[src/rtl/flash_guard_pkg.sv]
package flash_guard_pkg;
  localparam int CTRL_WEN  = 0;
  localparam int CTRL_PRG  = 1;
  localparam int CTRL_ERS  = 2;
  localparam int STAT_ERR  = 7;
  localparam int ADDR_CTRL = 0;
  localparam int ADDR_STAT = 1;
  localparam int ADDR_BLK0 = 2;
  localparam int NUM_EVT   = 4;

  typedef struct packed {
    logic ers;
    logic prg;
    logic wen;
  } ctrl_t;
endpackage

[src/rtl/fg_regs.sv]
module fg_regs
  import flash_guard_pkg::*;
#(
  parameter int REG_W        = 8,
  parameter int NUM_BLK_REGS = 2,
  parameter int ADDR_W       = 2,
  localparam int NUM_BLKS    = REG_W * NUM_BLK_REGS
) (
  input  logic                clk_i,
  input  logic                rst_ni,
  input  logic                hw_clr_i,
  input  logic                abort_i,
  input  logic                err_i,
  input  logic                we_i,
  input  logic [ADDR_W-1:0]   addr_i,
  input  logic [REG_W-1:0]    wdata_i,
  output logic [REG_W-1:0]    rdata_o,
  output ctrl_t               ctrl_o,
  output logic [NUM_BLKS-1:0] mask_o
);
  ctrl_t               ctrl_q;
  logic [NUM_BLKS-1:0] mask_q;

  always_ff @(posedge clk_i or negedge rst_ni) begin
    if (!rst_ni) begin
      ctrl_q <= '0;
    end else if (hw_clr_i) begin
      ctrl_q <= '0;
    end else begin
      if (we_i && addr_i == ADDR_W'(ADDR_CTRL)) begin
        ctrl_q.wen <= wdata_i[CTRL_WEN];
        ctrl_q.prg <= wdata_i[CTRL_PRG];
        ctrl_q.ers <= wdata_i[CTRL_ERS];
      end
      // abort wins over a same-cycle request write
      if (abort_i) begin
        ctrl_q.prg <= 1'b0;
        ctrl_q.ers <= 1'b0;
      end
    end
  end

  always_ff @(posedge clk_i or negedge rst_ni) begin
    if (!rst_ni) begin
      mask_q <= '0;
    end else if (hw_clr_i) begin
      mask_q <= '0;
    end else if (we_i) begin
      for (int k = 0; k < NUM_BLK_REGS; k++) begin
        if (addr_i == ADDR_W'(ADDR_BLK0 + k)) mask_q[k*REG_W +: REG_W] <= wdata_i;
      end
    end
  end

  always_comb begin
    rdata_o = '0;
    if (addr_i == ADDR_W'(ADDR_CTRL)) begin
      rdata_o[CTRL_WEN] = ctrl_q.wen;
      rdata_o[CTRL_PRG] = ctrl_q.prg;
      rdata_o[CTRL_ERS] = ctrl_q.ers;
    end else if (addr_i == ADDR_W'(ADDR_STAT)) begin
      rdata_o[STAT_ERR] = err_i;
    end else begin
      for (int k = 0; k < NUM_BLK_REGS; k++) begin
        if (addr_i == ADDR_W'(ADDR_BLK0 + k)) rdata_o = mask_q[k*REG_W +: REG_W];
      end
    end
  end

  assign ctrl_o = ctrl_q;
  assign mask_o = mask_q;


  hw_clr_regs_chk: assert property (@(posedge clk_i) disable iff (!rst_ni)
    hw_clr_i |=> (ctrl_q == '0 && mask_q == '0));

  abort_clears_req_chk: assert property (@(posedge clk_i) disable iff (!rst_ni)
    abort_i |=> (!ctrl_q.prg && !ctrl_q.ers));
endmodule

[src/rtl/fg_err_mon.sv]
module fg_err_mon
  import flash_guard_pkg::*;
(
  input  logic               clk_i,
  input  logic               rst_ni,
  input  logic               hw_clr_i,
  input  logic               op_active_i,
  input  logic [NUM_EVT-1:0] evt_i,
  output logic               abort_o,
  output logic               err_o
);
  logic err_q;

  assign abort_o = op_active_i && (|evt_i);

  always_ff @(posedge clk_i or negedge rst_ni) begin
    if (!rst_ni)       err_q <= 1'b0;
    else if (hw_clr_i) err_q <= 1'b0;
    else if (abort_o)  err_q <= 1'b1;
  end

  assign err_o = err_q;


  evt_sets_err_chk: assert property (@(posedge clk_i) disable iff (!rst_ni)
    (op_active_i && (|evt_i) && !hw_clr_i) |=> err_q);

  err_sticky_chk: assert property (@(posedge clk_i) disable iff (!rst_ni)
    (err_q && !hw_clr_i) |=> err_q);

  idle_evt_ignored_chk: assert property (@(posedge clk_i) disable iff (!rst_ni)
    (!op_active_i && !err_q) |=> !err_q);
endmodule

[src/rtl/fg_mode_gate.sv]
module fg_mode_gate
  import flash_guard_pkg::*;
#(
  parameter int NUM_BLKS = 16
) (
  input  logic                clk_i,
  input  logic                rst_ni,
  input  ctrl_t               ctrl_i,
  input  logic                err_i,
  input  logic                hw_clr_i,
  input  logic [NUM_BLKS-1:0] mask_i,
  output logic                prog_mode_o,
  output logic                erase_mode_o,
  output logic [NUM_BLKS-1:0] erase_stb_o
);
  logic allow;

  assign allow        = ctrl_i.wen && !err_i && !hw_clr_i;
  assign prog_mode_o  = allow && ctrl_i.prg && !ctrl_i.ers;
  assign erase_mode_o = allow && ctrl_i.ers && !ctrl_i.prg;

  for (genvar b = 0; b < NUM_BLKS; b++) begin : g_stb
    assign erase_stb_o[b] = erase_mode_o && mask_i[b];
  end


  stb_needs_mask_chk: assert property (@(posedge clk_i) disable iff (!rst_ni)
    (erase_stb_o & ~mask_i) == '0);

  wen_gate_chk: assert property (@(posedge clk_i) disable iff (!rst_ni)
    !ctrl_i.wen |-> (!prog_mode_o && !erase_mode_o));
endmodule

[src/rtl/flash_guard.sv]
module flash_guard
  import flash_guard_pkg::*;
#(
  parameter int REG_W        = 8,
  parameter int NUM_BLK_REGS = 2,
  parameter int ADDR_W       = $clog2(NUM_BLK_REGS + 2),
  parameter int NUM_BLKS     = REG_W * NUM_BLK_REGS
) (
  input  logic                clk_i,
  input  logic                rst_ni,
  input  logic                wdt_rst_i,
  input  logic                standby_i,
  input  logic                we_i,
  input  logic [ADDR_W-1:0]   addr_i,
  input  logic [REG_W-1:0]    wdata_i,
  output logic [REG_W-1:0]    rdata_o,
  input  logic                flash_rd_i,
  input  logic                exc_start_i,
  input  logic                sleep_i,
  input  logic                bus_rel_i,
  output logic                prog_mode_o,
  output logic                erase_mode_o,
  output logic [NUM_BLKS-1:0] erase_stb_o,
  output logic                err_o
);
  logic                hw_clr;
  logic                abort;
  logic                err;
  ctrl_t               ctrl;
  logic [NUM_BLKS-1:0] mask;
  logic [NUM_EVT-1:0]  evt;

  assign hw_clr = wdt_rst_i || standby_i;
  assign evt    = {bus_rel_i, sleep_i, exc_start_i, flash_rd_i};

  fg_regs #(
    .REG_W(REG_W), .NUM_BLK_REGS(NUM_BLK_REGS), .ADDR_W(ADDR_W)
  ) regs_i (
    .clk_i, .rst_ni, .hw_clr_i(hw_clr), .abort_i(abort), .err_i(err),
    .we_i, .addr_i, .wdata_i, .rdata_o, .ctrl_o(ctrl), .mask_o(mask)
  );

  fg_err_mon err_i (
    .clk_i, .rst_ni, .hw_clr_i(hw_clr),
    .op_active_i(prog_mode_o || erase_mode_o),
    .evt_i(evt), .abort_o(abort), .err_o(err)
  );

  fg_mode_gate #(.NUM_BLKS(NUM_BLKS)) gate_i (
    .clk_i, .rst_ni, .ctrl_i(ctrl), .err_i(err), .hw_clr_i(hw_clr),
    .mask_i(mask), .prog_mode_o, .erase_mode_o, .erase_stb_o
  );

  assign err_o = err;


  hw_block_chk: assert property (@(posedge clk_i) disable iff (!rst_ni)
    hw_clr |-> (!prog_mode_o && !erase_mode_o && erase_stb_o == '0));

  err_blocks_chk: assert property (@(posedge clk_i) disable iff (!rst_ni)
    err_o |-> (!prog_mode_o && !erase_mode_o));

  modes_excl_chk: assert property (@(posedge clk_i) disable iff (!rst_ni)
    !(prog_mode_o && erase_mode_o));
endmodule

[config.mk]
export PLATFORM = sky130hd
export DESIGN_NAME = flash_guard
export DESIGN_NICKNAME = d
export VERILOG_FILES = /design/src/rtl/flash_guard_pkg.sv /design/src/rtl/fg_regs.sv /design/src/rtl/fg_err_mon.sv /design/src/rtl/fg_mode_gate.sv /design/src/rtl/flash_guard.sv
export SDC_FILE = /design/constraint.sdc
export NUM_CORES = 1
export LEC_CHECK = 0
export BUFFER_PORTS_ARGS = -buffer_cell sky130_fd_sc_hd__buf_2
export CAP_MARGIN = 30
export CORE_MARGIN = 4
export CORE_UTILIZATION = 43
export CTS_CLUSTER_DIAMETER = 80
export DETAILED_ROUTE_END_ITERATION = 16
export GPL_TIMING_DRIVEN = 0
export PLACE_DENSITY = 0.82
export SLEW_MARGIN = 10
export SYNTH_ARGS = -nofsm -noshare
export SYNTH_HDL_FRONTEND = slang
export SYNTH_SLANG_ARGS = --single-unit
[constraint.sdc]
create_clock -name clk_i -period 1.5 [get_ports clk_i]
set_input_delay 0.075 -clock clk_i [delete_from_list [all_inputs] [get_ports clk_i]]
set_output_delay 0.075 -clock clk_i [all_outputs]
set_load 0.01 [all_outputs]
==> metrics, run 1 <==
hold path endpoint regs_i.mask_o[12]$_DFFE_PN0P_; largest net degree at the start of global routing 21; Synth cell types 21; initial cell density of the core 45.88%; crit path DAT 1.90 ns; ANT nets after route 0; final wirelength 3051 um; Leakage 0.8720 nW; Power Density 615.5 nW/um^2; Pre-antenna DRT Iters 4; CP required 1.42 ns; hold path depth 3; crit end category output port; Rel. slew slack 55.52%; die area 3586 um^2; VDD IR max 0.0004358 V; nets between 150 and 200; clk_lat worst skew 0.29 ns; Sw Ratio around 25%; Layout area overhead 38.81%; R2R depth 5; post-DP HPWL 2099 um; number of global-route vias before repair about 1100; Pins Over Slew Limit 0; Final Util between 60% and 70%; CTS clk-pin slew, worst paths ~0.12 ns; status complete, but fails checks; Vias 1022; Mapped Cells roughly 120; Hold Path Class input port to flop; total global-route track usage 18.90%; CTS tree done; post-synthesis mux area share 23.46%; DR iter-0 viols 36; R2R Setup Slk -0.05 ns; failing checks setup timing; crit-path max FO 4; cts bufs inserted 3; most common cell after layout, fill and taps aside buf_2; reg-to-reg critical path endpoint regs_i.ctrl_o[2]$_DFFE_PN0P_; Final min period ~2 ns; Cell Area, Synth 1157 um^2; Final Skew approximately 0.00076 ns; critical path cell sequence or4b_4 > nor3b_4 > buf_4 > and2_1 > buf_2; clock network power share 31.6%; Worst path slowest cell or4b_4; GP Congestion 0.8093; Die X 59.88 um; Yosys warning count 0; Worst path max stage delay roughly 0.51 ns; global route overflow 0; Setup WS post-layout -0.4795 ns; Cell Int Power roughly 0.75 mW; Die Ht 59.88 um; # DRC 0; Sink Count 20; cell at the root of the clock tree clkbuf_4; IO buf count 43; IO Count 46; row cnt 18; sequential area share after synthesis 43.24%; layout cells sized above 1 40.59%; Synth Area in Adders 0%; final hold violation count 0; CTS max path bufs 2; WHS 0.02904 ns; Syn Area/Cell 9.977 um^2; H-tree depth 1; worst reg2reg path startpoint err_i.err_o$_DFFE_PN0P_; number of max-cap violations 0; largest family of logic cells by synthesized area simple AND/OR/NAND/NOR gates; initial antenna violation count 0; HP Start wdata_i[4]; Wirelength per Cell about 15 um; Setup Crit Path Kind flop to output port; most frequent cells in the layout buf_2 (35), mux2i_1 (26), nor2_1 (20), dfrtp_1 (20), buf_6 (11); fmax slightly above 500 MHz; Post-Synth XOR/XNOR Area less than 1%; startpoint types flop; Synth Area in Compound Gates about 3%; Ant. Diodes 0; Logic pwr share 12.5%; Slew @ Worst Pin 0.6611 ns; Synth Area in Simple Gates between 20% and 30%; Net Sw Power 0.2426 mW; Finish-stage setup viols 20; #FFs+latches synth 20; Seq pwr share 55.8%; Core Box Area 2522 um^2; Tcrit/Tclk final 132.0%; vias per inst 5.110; global-route wire length before repair 5140 um; RSZ-0062 raised after global routing true; Post-Syn Nets 135
[routing by layer]
| metal | part of all wire (%) | GRT usage (%) |
|---|---|---|
| met4 | 1.4 | 6.013 |
| met2 | 49 | 31.02 |
| met1 | 44 | 24.80 |
| met3 | 5.5 | 3.888 |
| met5 | 0 | 0 |
[logic make-up (layout without fill, tap and decap cells)]
logic type / after synthesis / in the layout
buffers and inverters: 8 / 62
muxes: 27 / 27
xor gates and xnor gates: 1 / 1
AOI/OAI and AO/OA: 6 / 6
DFF: 20 / 20
and+or+nand+nor: 54 / 54
[power groups by stage]
stage	Clock, mW	Sequential [mW]	Combinational (mW)
5_1_grt	0.341	0.553	0.136
4_1_cts	0.316	0.552	0.122
3_3_place_gp	0	0.562	0.113
2_1_floorplan	0	0.561	0.0637
3_5_place_dp	0	0.562	0.116
6_report	0.313	0.552	0.124
[critical path: cells and delay by family (launching register included)]
family        cells  cell delay (ns)
flops             1             0.41
simple gates      3             0.90
buf+inv           2             0.31
[how the worst max path moves through the flow]
stage / from / endpoint / slack (ns) / cells after the start
after floorplan: err_i.err_o$_DFFE_PN0P_ / erase_stb_o[0] / -0.08 / 4
after global placement: err_i.err_o$_DFFE_PN0P_ / erase_stb_o[4] / -0.33 / 5
after detailed placement: err_i.err_o$_DFFE_PN0P_ / erase_stb_o[2] / -0.35 / 5
after CTS: err_i.err_o$_DFFE_PN0P_ / erase_stb_o[14] / -0.48 / 5
after global routing: err_i.err_o$_DFFE_PN0P_ / erase_stb_o[11] / -0.56 / 5
final: err_i.err_o$_DFFE_PN0P_ / erase_stb_o[14] / -0.48 / 5
[Yosys cell counts]
master    instances  area, um^2
clkbuf_1          6       22.52
nor2b_1           4       25.02
nor4_1            1       6.260
and2_1           16       100.1
mux2_1            1       11.26
nand3_1           4       20.02
nand3b_1          1       7.510
buf_2             1       5.000
xnor2_1           1       8.760
nor3b_1           3       22.52
o31ai_1           1       7.510
dfrtp_1          20       500.5
nor2_1           20       75.07
or4b_4            1       13.76
mux2i_1          26       260.3
o21ai_1           4       20.02
buf_6             1       11.26
o21a_1            1       7.510
nand2_1           2       7.510
or2_1             1       6.260
nor3b_4           1       18.77
[area by class of cell]
type,instances,area [um^2]
tap,30,37.54
sequential,20,500.5
clock buffer,4,36.28
timing repair buffer,50,330.3
fill,211,915.9
multi-input combinational,88,663.1
buffer,8,38.79
[what timing repair did]
action / CTS / global route
buffers inserted: 5 / 2
endpoints found under the setup margin: 18 / 21
gates resized for setup: 12 / 2
pin swaps: 1 / 4
endpoints found under the hold margin: 20 / 0
hold buffers: 1 / 0
[state kept, by name (all words and copies together), names as in the netlist]
signal	count
err_i.err_o	1
regs_i.ctrl_o	3
regs_i.mask_o	16
[through the flow]
step / power (mW) / setup WS, ns / TNS (ns) / instances / cell area, um^2
after global placement: 0.6748 / -0.3305 / -4.453 / 189 / 1433
after floorplan: 0.6244 / -0.08487 / -0.7638 / 116 / 1180
after CTS: 0.9899 / -0.4752 / -8.086 / 199 / 1592
final: 0.9888 / -0.4795 / -8.202 / 200 / 1607
after detailed placement: 0.6781 / -0.3450 / -4.598 / 189 / 1433
after global routing: 1.031 / -0.5587 / -9.780 / 200 / 1607
Note: power is estimated with default switching activity, not from simulation.
==> inputs of run 2 (changes only) <==
- ABC_AREA: unset -> 1
- CORE_UTILIZATION: 43 -> 42
- PLACE_DENSITY: 0.82 -> 0.81
==> run 2 against run 1 <==
Core utilization fell by 2.5 points. Global-route usage fell by 1.2 points. Largest cell class unchanged. The flow now finishes without violations. Flip-flop and latch count did not move.
==> metrics, run 2 <==
vias per inst 4.753 (was 5.110); global route overflow 0 (unchanged); clk_lat worst skew 0.29 ns (about the same); Sink Count 20 (unchanged); Ant. Diodes 0 (unchanged); pre-CTS setup slack 0.1819 ns (was -0.3450 ns); Vias 1155 (was 1022); Worst path slowest cell dfrtp_1 (was or4b_4); Layout area overhead 36.20% (was 38.81%); crit end category output port (unchanged); Final Skew 0.0005577 ns (was 0.0007571 ns); Synth top area share 44.15% (was 43.24%); largest cells by area after synthesis dfrtp_1 (44%), inv_1 (12%), nor2_1 (10%) (was dfrtp_1 (43%), mux2i_1 (22%), and2_1 (8.6%)); Final min period 1.462 ns (was 1.980 ns); largest area contributor in the netlist dfrtp_1 (unchanged); Mapped Cells 157 (was 116); Cell Area, Synth 1134 um^2 (was 1157 um^2); # DRC 0 (unchanged); Post-synth EDFFs 0 (unchanged); Syn Area/Cell 7.220 um^2 (was 9.977 um^2); crit-path max FO 5 (was 4); count leader, synth inv_1 (was mux2i_1); DR iter-0 viols 34 (was 36); ys async rst share 100.0% (unchanged); GP Congestion 0.8325 (was 0.8093); IO buf count 45 (was 43); CTS clk-pin slew, worst paths 0.11 ns (was 0.12 ns); Synth cell types 16 (was 21); CTS max path bufs 2 (unchanged); row cnt 18 (unchanged); H-tree depth 1 (unchanged); Setup Crit Path Kind flop to output port (unchanged); most common cell after layout, fill and taps aside buf_2 (unchanged); initial cell density of the core 44.94% (was 45.88%); most frequent cells in the layout buf_2 (45), inv_1 (36), nand2_1 (30) (was buf_2 (35), mux2i_1 (26), nor2_1 (20), dfrtp_1 (20), buf_6 (11)); CTS tree done (unchanged); Power, Total 0.9795 mW (was 0.9888 mW); number of global-route vias before repair 1130 (was 1085); largest net degree at the start of global routing 21 (unchanged); Post-Syn Nets 176 (was 135); number of max-cap violations 0 (unchanged); IO Count 46 (unchanged); Pins Over Slew Limit 0 (unchanged); buffer and inverter count on the worst path 2 (unchanged); crit path DAT 1.39 ns (was 1.90 ns); Setup WS post-layout 0.03778 ns (was -0.4795 ns); Worst path max stage delay 0.44 ns (was 0.51 ns); startpoint types flop (unchanged); Rel. slew slack 69.56% (was 55.52%); total global-route track usage 17.72% (was 18.90%); critical path cell sequence nor2_4 > nand3_4 > buf_6 > nor2_1 > buf_2 (was or4b_4 > nor3b_4 > buf_4 > and2_1 > buf_2); Power Density 634.4 nW/um^2 (was 615.5 nW/um^2); R2R Setup Slk 0.29 ns (was -0.05 ns); status complete, no violations (was complete, but fails checks); placed inst area 1396 um^2 (was 1433 um^2); Pre-antenna DRT Iters 4 (unchanged); Die X 59.95 um (was 59.88 um); initial antenna violation count 0 (unchanged); nets 233 (was 190); Core Box Area 2522 um^2 (unchanged); Leakage 0.8093 nW (was 0.8720 nW); sequential area share after synthesis 44.15% (was 43.24%); Commonest cells post-synth inv_1 (36), nor2_1 (31), nand2_1 (30) (was mux2i_1 (26), dfrtp_1 (20), nor2_1 (20)); cts bufs inserted 3 (unchanged); VDD IR max 0.0003445 V (was 0.0004358 V); Hold Path Class input port to flop (unchanged); Tcrit/Tclk final 97.48% (was 132.0%); Top delay family on crit path flip-flops (was simple AND/OR/NAND/NOR gates); Main synth FF type dfrtp_1 (unchanged); Slew @ Worst Pin 0.4566 ns (was 0.6611 ns); max reg flops 16 (unchanged); final wirelength 3014 um (was 3051 um); layout cells sized above 1 36.15% (was 40.59%); Wirelength per Cell 12.40 um (was 15.26 um); RSZ-0062 raised after global routing true (unchanged); design area 1544 um^2 (was 1607 um^2); ANT nets after route 0 (unchanged); post-DP HPWL 2143 um (was 2099 um); Yosys warning count 0 (unchanged); #FFs+latches synth 20 (unchanged); Non-Filler Instances 243 (was 200); cell at the root of the clock tree clkbuf_4 (unchanged); placed cells 232 (was 189); global-route wire length before repair 4816 um (was 5140 um); fmax 683.9 MHz (was 505.2 MHz); final hold violation count 0 (unchanged); Finish-stage setup viols 0 (was 20); die area 3594 um^2 (was 3586 um^2); CP required 1.42 ns (about the same); Die Ht 59.95 um (was 59.88 um)
## run 2: cell count changes in the layout (fill, tap and decap cells not counted), moves of 10 or more
cell / delta
mux2i_1: -26
inv_1: +36
o21ai_0: +19
buf_2: +10
nand2_1: +28
## run 2: final cells by class
type	count	area, um^2
well taps	30	37.54
fillers	250	978.4
inverters	38	145.1
flip-flops and latches	20	500.5
clock buffers	4	36.28
repair buffers	52	291.5
multi-input cells	98	521.8
plain buffers	1	11.26
## run 2: logic make-up after synthesis
family                 synth area share [%]
and+or+nand+nor                       27.15
buffers and inverters                 13.80
AOI/OAI and AO/OA                     14.90
DFF                                   44.15
## run 2: metal layers
layer	up-vias	routed length [um]	global-route usage, %	share of wire, %
met1	520	1319	22.55	44
met3	0	194	2.808	6.4
met4	0	0	3.797	0
met2	39	1500	31.33	50
li1	596	-	-	-
met5	-	0	0	0
## run 2: timing repair
item | in CTS | in global routing
pin swaps | 1 | 3
endpoints found under the hold margin | 20 | 0
setup endpoints to repair | 11 | 17
hold buffers | 1 | 0
cloned | 0 | 1
gates resized for setup | 1 | 18
buffers inserted | 3 | 2
## run 2: final timing paths
check,startpoint,depth (start not counted),endpoint
max,err_i.err_o$_DFFE_PN0P_,5,erase_stb_o[1]
min,wdata_i[7],5,regs_i.mask_o[7]$_DFFE_PN0P_
max reg2reg,err_i.err_o$_DFFE_PN0P_,7,regs_i.ctrl_o[2]$_DFFE_PN0P_
min reg2reg,regs_i.mask_o[11]$_DFFE_PN0P_,2,regs_i.mask_o[11]$_DFFE_PN0P_
max in group asynchronous,rst_ni,2,regs_i.mask_o[10]$_DFFE_PN0P_
min in group asynchronous,rst_ni,2,regs_i.mask_o[3]$_DFFE_PN0P_
## run 2: worst min-delay path: cells and delay by family
kind,cells,cell delay (ns)
AOI/OAI and AO/OA,1,0.06
buffers and inverters,2,0.13
and+or+nand+nor,2,0.08
## run 2: through the flow
| step | TNS [ns] | hold WS [ns] | utilization [%] |
|---|---|---|---|
| 2_1_floorplan | 0 | -0.2206 | - |
| 3_3_place_gp | 0 | 0.04436 | 55.36 |
| 3_5_place_dp | 0 | 0.05051 | 55.36 |
| 4_1_cts | 0 | 0.09550 | 58.18 |
| 5_1_grt | -0.4597 | 0.1156 | 61.21 |
| 6_report | 0 | 0.09843 | 61.21 |
## run 2: report_power, final
part | switching [mW] | internal (mW)
Sequential | 0.00250 | 0.546
Combinational | 0.0817 | 0.0383
Clock | 0.163 | 0.148
